## src/rtl/lsd_pkg.sv

```systemverilog
package lsd_pkg;
  typedef struct packed {
    logic lvl;
    logic edge_seen;
  } sync_t;

  typedef enum logic [1:0] {
    RUN_IDLE,
    RUN_ONE,
    RUN_TWO
  } run_e;
endpackage

```

## src/rtl/lsd_sync.sv

```systemverilog
module lsd_sync #(
  parameter int STAGES = 2
) (
  input  logic           clk_i,
  input  logic           rst_ni,
  input  logic           pin_i,
  output lsd_pkg::sync_t sync_o
);
  logic [STAGES-1:0] chain_q;
  logic              last_q;

  for (genvar g = 0; g < STAGES; g++) begin : g_stage
    if (g == 0) begin : g_first
      always_ff @(posedge clk_i or negedge rst_ni)
        if (!rst_ni) chain_q[0] <= 1'b0;
        else         chain_q[0] <= pin_i;
    end else begin : g_next
      always_ff @(posedge clk_i or negedge rst_ni)
        if (!rst_ni) chain_q[g] <= 1'b0;
        else         chain_q[g] <= chain_q[g-1];
    end
  end

  always_ff @(posedge clk_i or negedge rst_ni)
    if (!rst_ni) last_q <= 1'b0;
    else         last_q <= chain_q[STAGES-1];

  assign sync_o.lvl       = chain_q[STAGES-1];
  assign sync_o.edge_seen = chain_q[STAGES-1] ^ last_q;
endmodule

```

## src/rtl/lsd_interval.sv

```systemverilog
module lsd_interval #(
  parameter int BAND_CYC = 87,
  parameter int FILT_CYC = 375
) (
  input  logic clk_i,
  input  logic rst_ni,
  input  logic edge_i,
  output logic in_band_o,
  output logic past_band_o,
  output logic settled_o
);
  localparam int CNT_W = $clog2(FILT_CYC + 1);
  localparam logic [CNT_W-1:0] CNT_MAX  = CNT_W'(FILT_CYC);
  localparam logic [CNT_W-1:0] BAND_LIM = CNT_W'(BAND_CYC);

  logic [CNT_W-1:0] cnt_q;
  logic             armed_q;

  // cycles since last synchronized edge, saturating at the filter time
  always_ff @(posedge clk_i or negedge rst_ni) begin
    if (!rst_ni) begin
      cnt_q   <= '0;
      armed_q <= 1'b0;
    end else if (edge_i) begin
      cnt_q   <= '0;
      armed_q <= 1'b1;
    end else if (cnt_q != CNT_MAX) begin
      cnt_q <= cnt_q + 1'b1;
    end
  end

  assign in_band_o   = armed_q && (cnt_q < BAND_LIM);
  assign past_band_o = cnt_q >= BAND_LIM;
  assign settled_o   = cnt_q == CNT_MAX;

  p_cnt_bound_r4: assert property (@(posedge clk_i) disable iff (!rst_ni)
    cnt_q <= CNT_MAX);
  p_settle_kept_r1: assert property (@(posedge clk_i) disable iff (!rst_ni)
    (settled_o && !edge_i) |=> settled_o);
  p_edge_leaves_band_r6: assert property (@(posedge clk_i) disable iff (!rst_ni)
    edge_i |=> !settled_o);
endmodule

```

## src/rtl/lsd_qualify.sv

```systemverilog
module lsd_qualify
  import lsd_pkg::*;
#(
  parameter int FILT_CYC = 375
) (
  input  logic clk_i,
  input  logic rst_ni,
  input  logic edge_i,
  input  logic lvl_i,
  input  logic in_band_i,
  input  logic past_band_i,
  input  logic settled_i,
  output logic tog_o,
  output logic en_o
);
  localparam int CNT_W = $clog2(FILT_CYC + 1);
  localparam logic [CNT_W-1:0] HOLD_MAX = CNT_W'(FILT_CYC);

  run_e             run_q, run_d;
  logic [CNT_W-1:0] hold_q;
  logic             tog_q, en_q;
  logic             qual_edge, tog_d, en_d, quiet_lvl;

  always_comb begin
    run_d = run_q;
    if (edge_i) begin
      if (!in_band_i)            run_d = RUN_IDLE;
      else if (run_q == RUN_IDLE) run_d = RUN_ONE;
      else                       run_d = RUN_TWO;
    end else if (past_band_i) begin
      run_d = RUN_IDLE;
    end
  end

  // second consecutive in-band interval (or later) qualifies
  assign qual_edge = edge_i && in_band_i && (run_q != RUN_IDLE);
  assign quiet_lvl = settled_i && !edge_i;
  assign tog_d     = qual_edge || (tog_q && (hold_q != HOLD_MAX));
  assign en_d      = tog_d ? 1'b1 : (quiet_lvl ? lvl_i : en_q);

  always_ff @(posedge clk_i or negedge rst_ni) begin
    if (!rst_ni) begin
      run_q  <= RUN_IDLE;
      hold_q <= HOLD_MAX;
      tog_q  <= 1'b0;
      en_q   <= 1'b0;
    end else begin
      run_q <= run_d;
      tog_q <= tog_d;
      en_q  <= en_d;
      if (qual_edge)              hold_q <= '0;
      else if (hold_q != HOLD_MAX) hold_q <= hold_q + 1'b1;
    end
  end

  assign tog_o = tog_q;
  assign en_o  = en_q;

  p_tog_forces_en_r3: assert property (@(posedge clk_i) disable iff (!rst_ni)
    tog_q |-> en_q);
  p_qual_sets_tog_r3: assert property (@(posedge clk_i) disable iff (!rst_ni)
    (edge_i && in_band_i && run_q != RUN_IDLE) |=> tog_q);
  p_slow_edge_no_tog_r4: assert property (@(posedge clk_i) disable iff (!rst_ni)
    (edge_i && !in_band_i && !tog_q) |=> !tog_q);
  p_hold_window_r5: assert property (@(posedge clk_i) disable iff (!rst_ni)
    (tog_q && hold_q != HOLD_MAX) |=> tog_q);
  p_two_intervals_r6: assert property (@(posedge clk_i) disable iff (!rst_ni)
    $rose(tog_q) |-> $past(edge_i && run_q != RUN_IDLE));
  p_en_moves_only_r7: assert property (@(posedge clk_i) disable iff (!rst_ni)
    !$stable(en_q) |-> (tog_q || $past(settled_i && !edge_i)));
endmodule

```

## src/rtl/lsd_mode_detect.sv

```systemverilog
module lsd_mode_detect #(
  parameter int BAND_CYC    = 87,
  parameter int FILT_CYC    = 375,
  parameter int SYNC_STAGES = 2
) (
  input  logic clk_i,
  input  logic rst_ni,
  input  logic lscon_i,
  output logic ls_sync_en_o,
  output logic toggle_seen_o
);
  lsd_pkg::sync_t sync_w;
  logic in_band_w, past_band_w, settled_w;

  lsd_sync #(.STAGES(SYNC_STAGES)) u_sync (
    .clk_i  (clk_i),
    .rst_ni (rst_ni),
    .pin_i  (lscon_i),
    .sync_o (sync_w)
  );

  lsd_interval #(.BAND_CYC(BAND_CYC), .FILT_CYC(FILT_CYC)) u_interval (
    .clk_i       (clk_i),
    .rst_ni      (rst_ni),
    .edge_i      (sync_w.edge_seen),
    .in_band_o   (in_band_w),
    .past_band_o (past_band_w),
    .settled_o   (settled_w)
  );

  lsd_qualify #(.FILT_CYC(FILT_CYC)) u_qualify (
    .clk_i       (clk_i),
    .rst_ni      (rst_ni),
    .edge_i      (sync_w.edge_seen),
    .lvl_i       (sync_w.lvl),
    .in_band_i   (in_band_w),
    .past_band_i (past_band_w),
    .settled_i   (settled_w),
    .tog_o       (toggle_seen_o),
    .en_o        (ls_sync_en_o)
  );

  p_reset_quiet_r8: assert property (@(posedge clk_i) disable iff (!rst_ni)
    $rose(ls_sync_en_o) |-> ($past(settled_w) || toggle_seen_o));
endmodule

```

## config.mk

```make
export PLATFORM = sky130hd
export DESIGN_NAME = lsd_mode_detect
export DESIGN_NICKNAME = d
export VERILOG_FILES = /design/src/rtl/lsd_pkg.sv /design/src/rtl/lsd_sync.sv /design/src/rtl/lsd_interval.sv /design/src/rtl/lsd_qualify.sv /design/src/rtl/lsd_mode_detect.sv
export SDC_FILE = /design/constraint.sdc
export NUM_CORES = 1
export LEC_CHECK = 0
export BUFFER_PORTS_ARGS = -buffer_cell sky130_fd_sc_hd__buf_4
export CAP_MARGIN = 10
export CORE_MARGIN = 2
export CORE_UTILIZATION = 60
export DETAILED_ROUTE_END_ITERATION = 10
export PLACE_DENSITY = 0.78
export SLEW_MARGIN = 20
export SYNTH_ARGS = -nofsm -noshare
export SYNTH_HDL_FRONTEND = slang
export SYNTH_SLANG_ARGS = --single-unit
```

## constraint.sdc

```tcl
create_clock -name clk_i -period 3.1 [get_ports clk_i]
set_input_delay 0 -clock clk_i [delete_from_list [all_inputs] [get_ports clk_i]]
set_output_delay 0 -clock clk_i [all_outputs]
set_load 0.01 [all_outputs]
```

==> results_dict.tcl, run 1 <==
set metrics [dict create \
    status "finished clean" \
    peakVddDrop_mv 0.445 \
    grtUsageMet2_pct 33.8 \
    reg2reg_depth 4 \
    p_leak_nw 0.566 \
    synth_seq_area_share_pct 53.4 \
    skew_ns 0.00245 \
    clkLatencyLatePin_ns 0.31 \
    initial_core_util_pct 63.5 \
    hold_viol 0 \
    nets 130 \
    dpl_cell_area_mm2 0.00129 \
    die_width_um 49.3 \
    viasPerCell 5.84 \
    final_antenna_net_count 0 \
    cts_hold_buffers 2 \
    drv_slew 0 \
    antenna_found_initial 0 \
    grt_use_total_pct 19.9 \
    post-route-period-util_pct 60.6 \
    netlist_area_mm2 0.00123 \
    synthesis.nets 120 \
    ys_seq_elements 26 \
    cp_max_fo 12 \
    grt_use_met3_pct 2.76 \
    grt_pass1_wl_um 3690 \
    setup_viol 0 \
    hp-class "primary input to asynchronous set/reset pin" \
    rows 16 \
    cp.arrival_ns 2.13 \
    yosysWarnings 0 \
    die_area_mm2 0.00243 \
    crit_type "flop to flop" \
    wl_per_cell_um 13.7 \
    place_ws_ns 1.25 \
    start_kind "flop" \
    cap_viol_max_count 0 \
    fin_setup_tns_ns 0 \
    finalInstanceArea_mm2 0.00136 \
    relSlewSlack_pct 55.4 \
    dp_hpwl_um 1490 \
    grt_pass1_vias 840 \
    cts_tree "yes" \
    path_clk_slew_ns 0.13 \
    num_antenna_cells 0 \
    drt_iter0_markers 12 \
    syn2layout_area_growth_pct 10.4 \
    die_y_um 49.3 \
    drc 0 \
    cts_buffers 3 \
    cts_resized 0 \
    netlist_instances 115 \
    cp-end-kind "flop" \
    fin_ws_ns 1.22 \
    finalCriticalPeriod_ns 1.88 \
    avgSynthCellArea_um2 10.7 \
    ctsLongestPathBuffers 2 \
    place.port_buffers 4 \
    rr_endpoint "u_qualify.run_q[1]$_DFFE_PN0P_" \
    pin_count 5 \
    power-per-cell-area_mw_per_mm2 585 \
    grt_busiest_layer "met2" \
    cts_max_level 1 \
    timing.reg2reg.setup_slack_ns 1.22 \
    wl_um 2070 \
    drive_gt1_share_pct 16.9 \
    rr_startpoint "u_interval.cnt_q[5]$_DFFE_PN0N_" \
    vias 882 \
    grt_max_degree 27 \
    post-cts-setup-buffer-count 0 \
    drtPass1Iterations 4 \
    gp_congestion 0.807 \
    root_buffer "clkbuf_4" \
    fillers 157 \
    grt_overflow 0 \
    cp.required_ns 3.35 \
    cts.sinks 26 \
    synthDistinctLibCells 30 \
    rsz0062_at_grt "false" \
    core_mm2 0.00194 \
    max_freq_ghz 0.532 \
    grtUsageMet1_pct 25.9 \
    worstMarginPinSlew_ns 0.665 \
]
cell usage in the layout, fill, tap and decap left out, types with 4 or more instances in the layout:
master    n
and3_1    6
nand3_1   9
dfrtp_1  19
a21oi_1   4
buf_4     4
nand2_1   7
dfstp_2   7
nor2_1   19
xor2_1    7
xnor2_1   5
final cells by class:
type | instances | area, um2 | area share, %
multi-input combinational | 88 | 567 | 41.6
tap | 27 | 33.8 | 2.48
timing repair buffer | 6 | 50.0 | 3.67
clock inverter | 1 | 30.0 | 2.20
clock buffer | 3 | 22.5 | 1.65
sequential | 26 | 659 | 48.4
cell families after synthesis:
group,synth area share [%]
and+or+nand+nor,25.2
adders and majority gates,2.03
AOI/OAI and AO/OA,7.30
buffers and inverters,0.609
DFF,53.4
muxes,1.62
xor gates and xnor gates,9.84
routing by layer:
| metal | share of wire, % | wire (um) |
|---|---|---|
| met4 | 1.4 | 28 |
| met2 | 48 | 986 |
| met3 | 2.9 | 59 |
| met1 | 48 | 994 |
| met5 | 0 | 0 |
worst max-delay path, cell delays in order, from the launching register on:
cell	delay, ns
dfrtp_1	0.49
a211oi_1	0.45
nand3_2	0.15
nor3_2	0.53
o21bai_1	0.21
metrics by stage:
stage / hold WS [ns] / total power, W / utilization [%] / std cells
after floorplan: -0.296 / 0.000543 / - / 115
after global placement: -0.0827 / 0.000565 / 66.4 / 145
after detailed placement: -0.0807 / 0.000577 / 66.4 / 145
after CTS: 0.0987 / 0.000806 / 70.2 / 151
final: 0.102 / 0.000797 / 70.2 / 151
after global routing: 0.105 / 0.000851 / 70.2 / 151
cells in the mapped netlist:
cell type	count	share of area, %
nor3b_1	1	0.61
buf_4	1	0.61
or3_1	2	1.0
nor3_2	1	0.81
a21o_1	2	1.2
a31oi_1	1	0.51
ha_1	2	2.0
and3_1	6	3.0
nand3_2	2	1.6
nor4b_1	2	1.4
nand3_1	9	3.7
nor4_4	1	1.7
nor2_1	19	5.8
xnor2_1	5	3.5
a31o_2	1	0.71
a221o_1	1	0.81
o21ai_0	3	1.2
a21oi_1	4	1.6
a211oi_1	1	0.61
o21bai_1	1	0.61
dfrtp_1	19	39
or4_1	1	0.61
nor3_1	3	1.2
nand2_1	7	2.1
xor2_1	7	5.0
nand4_1	1	0.51
dfstp_2	7	15
nand2b_1	2	1.0
mux2i_1	2	1.6
xor2_2	1	1.3
worst max path at each step:
stage                                endpoint                            start  cells past startpoint  slack, ns
4_1_cts        u_qualify.run_q[1]$_DFFE_PN0P_  u_interval.cnt_q[5]$_DFFE_PN0N_                      4       1.20
3_5_place_dp   u_qualify.run_q[1]$_DFFE_PN0P_  u_interval.cnt_q[5]$_DFFE_PN0N_                      4       1.25
3_3_place_gp   u_qualify.run_q[1]$_DFFE_PN0P_          u_sync.last_q$_DFF_PN0_                      4       1.30
2_1_floorplan      u_qualify.en_o$_DFFE_PN0P_  u_interval.cnt_q[0]$_DFFE_PN0N_                      5       1.57
6_report       u_qualify.run_q[1]$_DFFE_PN0P_  u_interval.cnt_q[5]$_DFFE_PN0N_                      4       1.22
5_1_grt        u_qualify.run_q[1]$_DFFE_PN0P_  u_interval.cnt_q[5]$_DFFE_PN0N_                      4       0.99
state kept, by name (all words and copies together) (netlist names):
name	cells
u_qualify.run_q	2
u_sync.last_q	1
u_interval.cnt_q	9
u_qualify.en_o	1
u_interval.armed_q	1
u_sync.sync_o	1
u_qualify.tog_o	1
u_qualify.hold_q	9
u_sync.chain_q	1
report_power, final:
group	leakage, nW	internal, W	switching [W]
sequential	0.309	0.000398	0.0000483
clock	0.0279	0.000131	0.0000953
combinational	0.229	0.0000548	0.0000699
Power figures use the tool's default switching activity.
==> run 2: changes to the inputs <==
Settings changed: CORE_UTILIZATION 60 to 59, PLACE_DENSITY 0.78 to 0.77.
Clock period 3.1 ns to 1.8 ns, I/O delays scaled along.
==> results_dict.tcl, run 2 (synthesis results as in run 1) <==
set metrics [dict create \
    layout_common_cells "nor2_1 (19), dfrtp_1 (18), nand3_1 (9), buf_4 (9)" \
    syn2layout_area_growth_pct 13.8 \
    hold_viol 0 \
    max_freq_ghz 0.598 \
    pwr-share-seq_pct 54.8 \
    worstMarginPinSlew_ns 0.480 \
    grt_max_degree 27 \
    setup_viol 0 \
    cp.required_ns 2.03 \
    cts.sinks 26 \
    viasPerCell 5.75 \
    nets 135 \
    rr_startpoint "u_interval.cnt_q[2]$_DFFE_PN0N_" \
    cts_buffers 3 \
    cp.arrival_ns 1.90 \
    drt_iter0_markers 33 \
    hold_ws_ns 0.103 \
    relSlewSlack_pct 67.6 \
    place.port_buffers 4 \
    grt_pass1_wl_um 4040 \
    num_antenna_cells 0 \
    dp_hpwl_um 1510 \
    combPwrFrac_pct 16.5 \
    power-per-cell-area_mw_per_mm2 1010 \
    grt_pass1_vias 872 \
    skew_ns 0.00909 \
    timing.reg2reg.setup_slack_ns 0.13 \
    cts_max_level 1 \
    grt_overflow 0 \
    hp-class "primary input to asynchronous set/reset pin" \
    rows 16 \
    start_kind "flop" \
    cp-startpoint "u_interval.cnt_q[2]$_DFFE_PN0N_" \
    p_leak_nw 0.587 \
    drv_slew 0 \
    reg2reg_depth 5 \
    finalInstanceArea_mm2 0.00140 \
    gp_congestion 0.836 \
    crit_type "flop to flop" \
    antenna_found_initial 0 \
    drive_gt1_share_pct 21.7 \
    drtPass1Iterations 4 \
    cell_internal_pwr_w 0.00102 \
    vias 897 \
    ctsLongestPathBuffers 2 \
    fillers 153 \
    cts_tree "yes" \
    die_y_um 49.7 \
    root_buffer "clkbuf_4" \
    status "finished clean" \
    clkLatencyLatePin_ns 0.33 \
    switching_share_pct 27.8 \
    final_cells 156 \
    final_antenna_net_count 0 \
    cp_max_fo 12 \
    finalCriticalPeriod_ns 1.67 \
    peakVddDrop_mv 0.711 \
    rr_endpoint "u_qualify.en_o$_DFFE_PN0P_" \
    pin_count 5 \
    crit_end "u_qualify.en_o$_DFFE_PN0P_" \
    drc 0 \
    cap_viol_max_count 0 \
    wl_per_cell_um 14.7 \
    grt_use_total_pct 21.7 \
    wl_um 2300 \
    power_switching_w 0.000393 \
    dpl.cell_count 149 \
    initial_core_util_pct 62.9 \
    dpl_cell_area_mm2 0.00132 \
    clkPwrFrac_pct 28.7 \
    die_area_mm2 0.00247 \
    core_mm2 0.00196 \
    reg_top3 "u_interval.cnt_q x9, u_qualify.hold_q x9, u_qualify.run_q x2" \
    cp-end-kind "flop" \
    die_width_um 49.7 \
    final_common_cell "nor2_1" \
    path_clk_slew_ns 0.15 \
    post-route-period-util_pct 92.8 \
]
==> run 2: timing repair <==
item,4_1_cts,5_1_grt
endpoints found under the hold margin,27,0
buffers inserted,0,1
gates resized for setup,0,2
endpoints found under the setup margin,0,1
hold buffers,2,0
==> run 2: worst min path at each step <==
stage	startpoint	to	cells after the start
2_1_floorplan	rst_ni	u_interval.armed_q$_DFFE_PN0N_	0
3_3_place_gp	rst_ni	u_interval.cnt_q[7]$_DFFE_PN0N_	1
3_5_place_dp	rst_ni	u_interval.cnt_q[7]$_DFFE_PN0N_	1
4_1_cts	rst_ni	u_interval.armed_q$_DFFE_PN0N_	2
5_1_grt	rst_ni	u_interval.cnt_q[6]$_DFFE_PN0N_	2
6_report	rst_ni	u_interval.armed_q$_DFFE_PN0N_	2
==> run 2: worst max-delay path: stages (launching register included) <==
cell and delay, ns:
dfrtp_1 0.45, a31oi_1 0.13, nor4b_1 0.47, nor3_2 0.09, buf_4 0.19, a221o_1 0.26
==> run 2: routing by layer <==
metal	up-vias	share of wire (%)	GRT usage, %
li1	431	-	-
met1	449	50	31.5
met3	4	2.0	3.64
met2	13	46	32.0
met4	0	1.8	9.72
met5	-	0	0
==> run 2: layout make-up <==
class | instances | area [um2] | area share (%)
clock buffer | 3 | 22.5 | 1.60
multi-input combinational | 88 | 569 | 40.6
tap | 27 | 33.8 | 2.41
sequential | 26 | 661 | 47.1
clock inverter | 1 | 30.0 | 2.14
timing repair buffer | 11 | 87.6 | 6.24
==> run 2: power groups by stage <==
stage | Combinational [W] | Clock [W] | Sequential [W]
finish | 0.000234 | 0.000406 | 0.000774
global route | 0.000278 | 0.000427 | 0.000787
CTS | 0.000237 | 0.000412 | 0.000770
detailed placement | 0.000234 | 0 | 0.000777
global placement | 0.000219 | 0 | 0.000772
floorplan | 0.000177 | 0 | 0.000758
==> run 2: stage by stage <==
stage	util [%]	power, W	worst slack, ns	TNS (ns)
3_5_place_dp	67.3	0.00101	0.0955	0
2_1_floorplan	-	0.000934	0.270	0
5_1_grt	71.6	0.00149	-0.00844	-0.00844
3_3_place_gp	67.3	0.000991	0.170	0
6_report	71.6	0.00141	0.129	0
4_1_cts	71.0	0.00142	0.0770	0
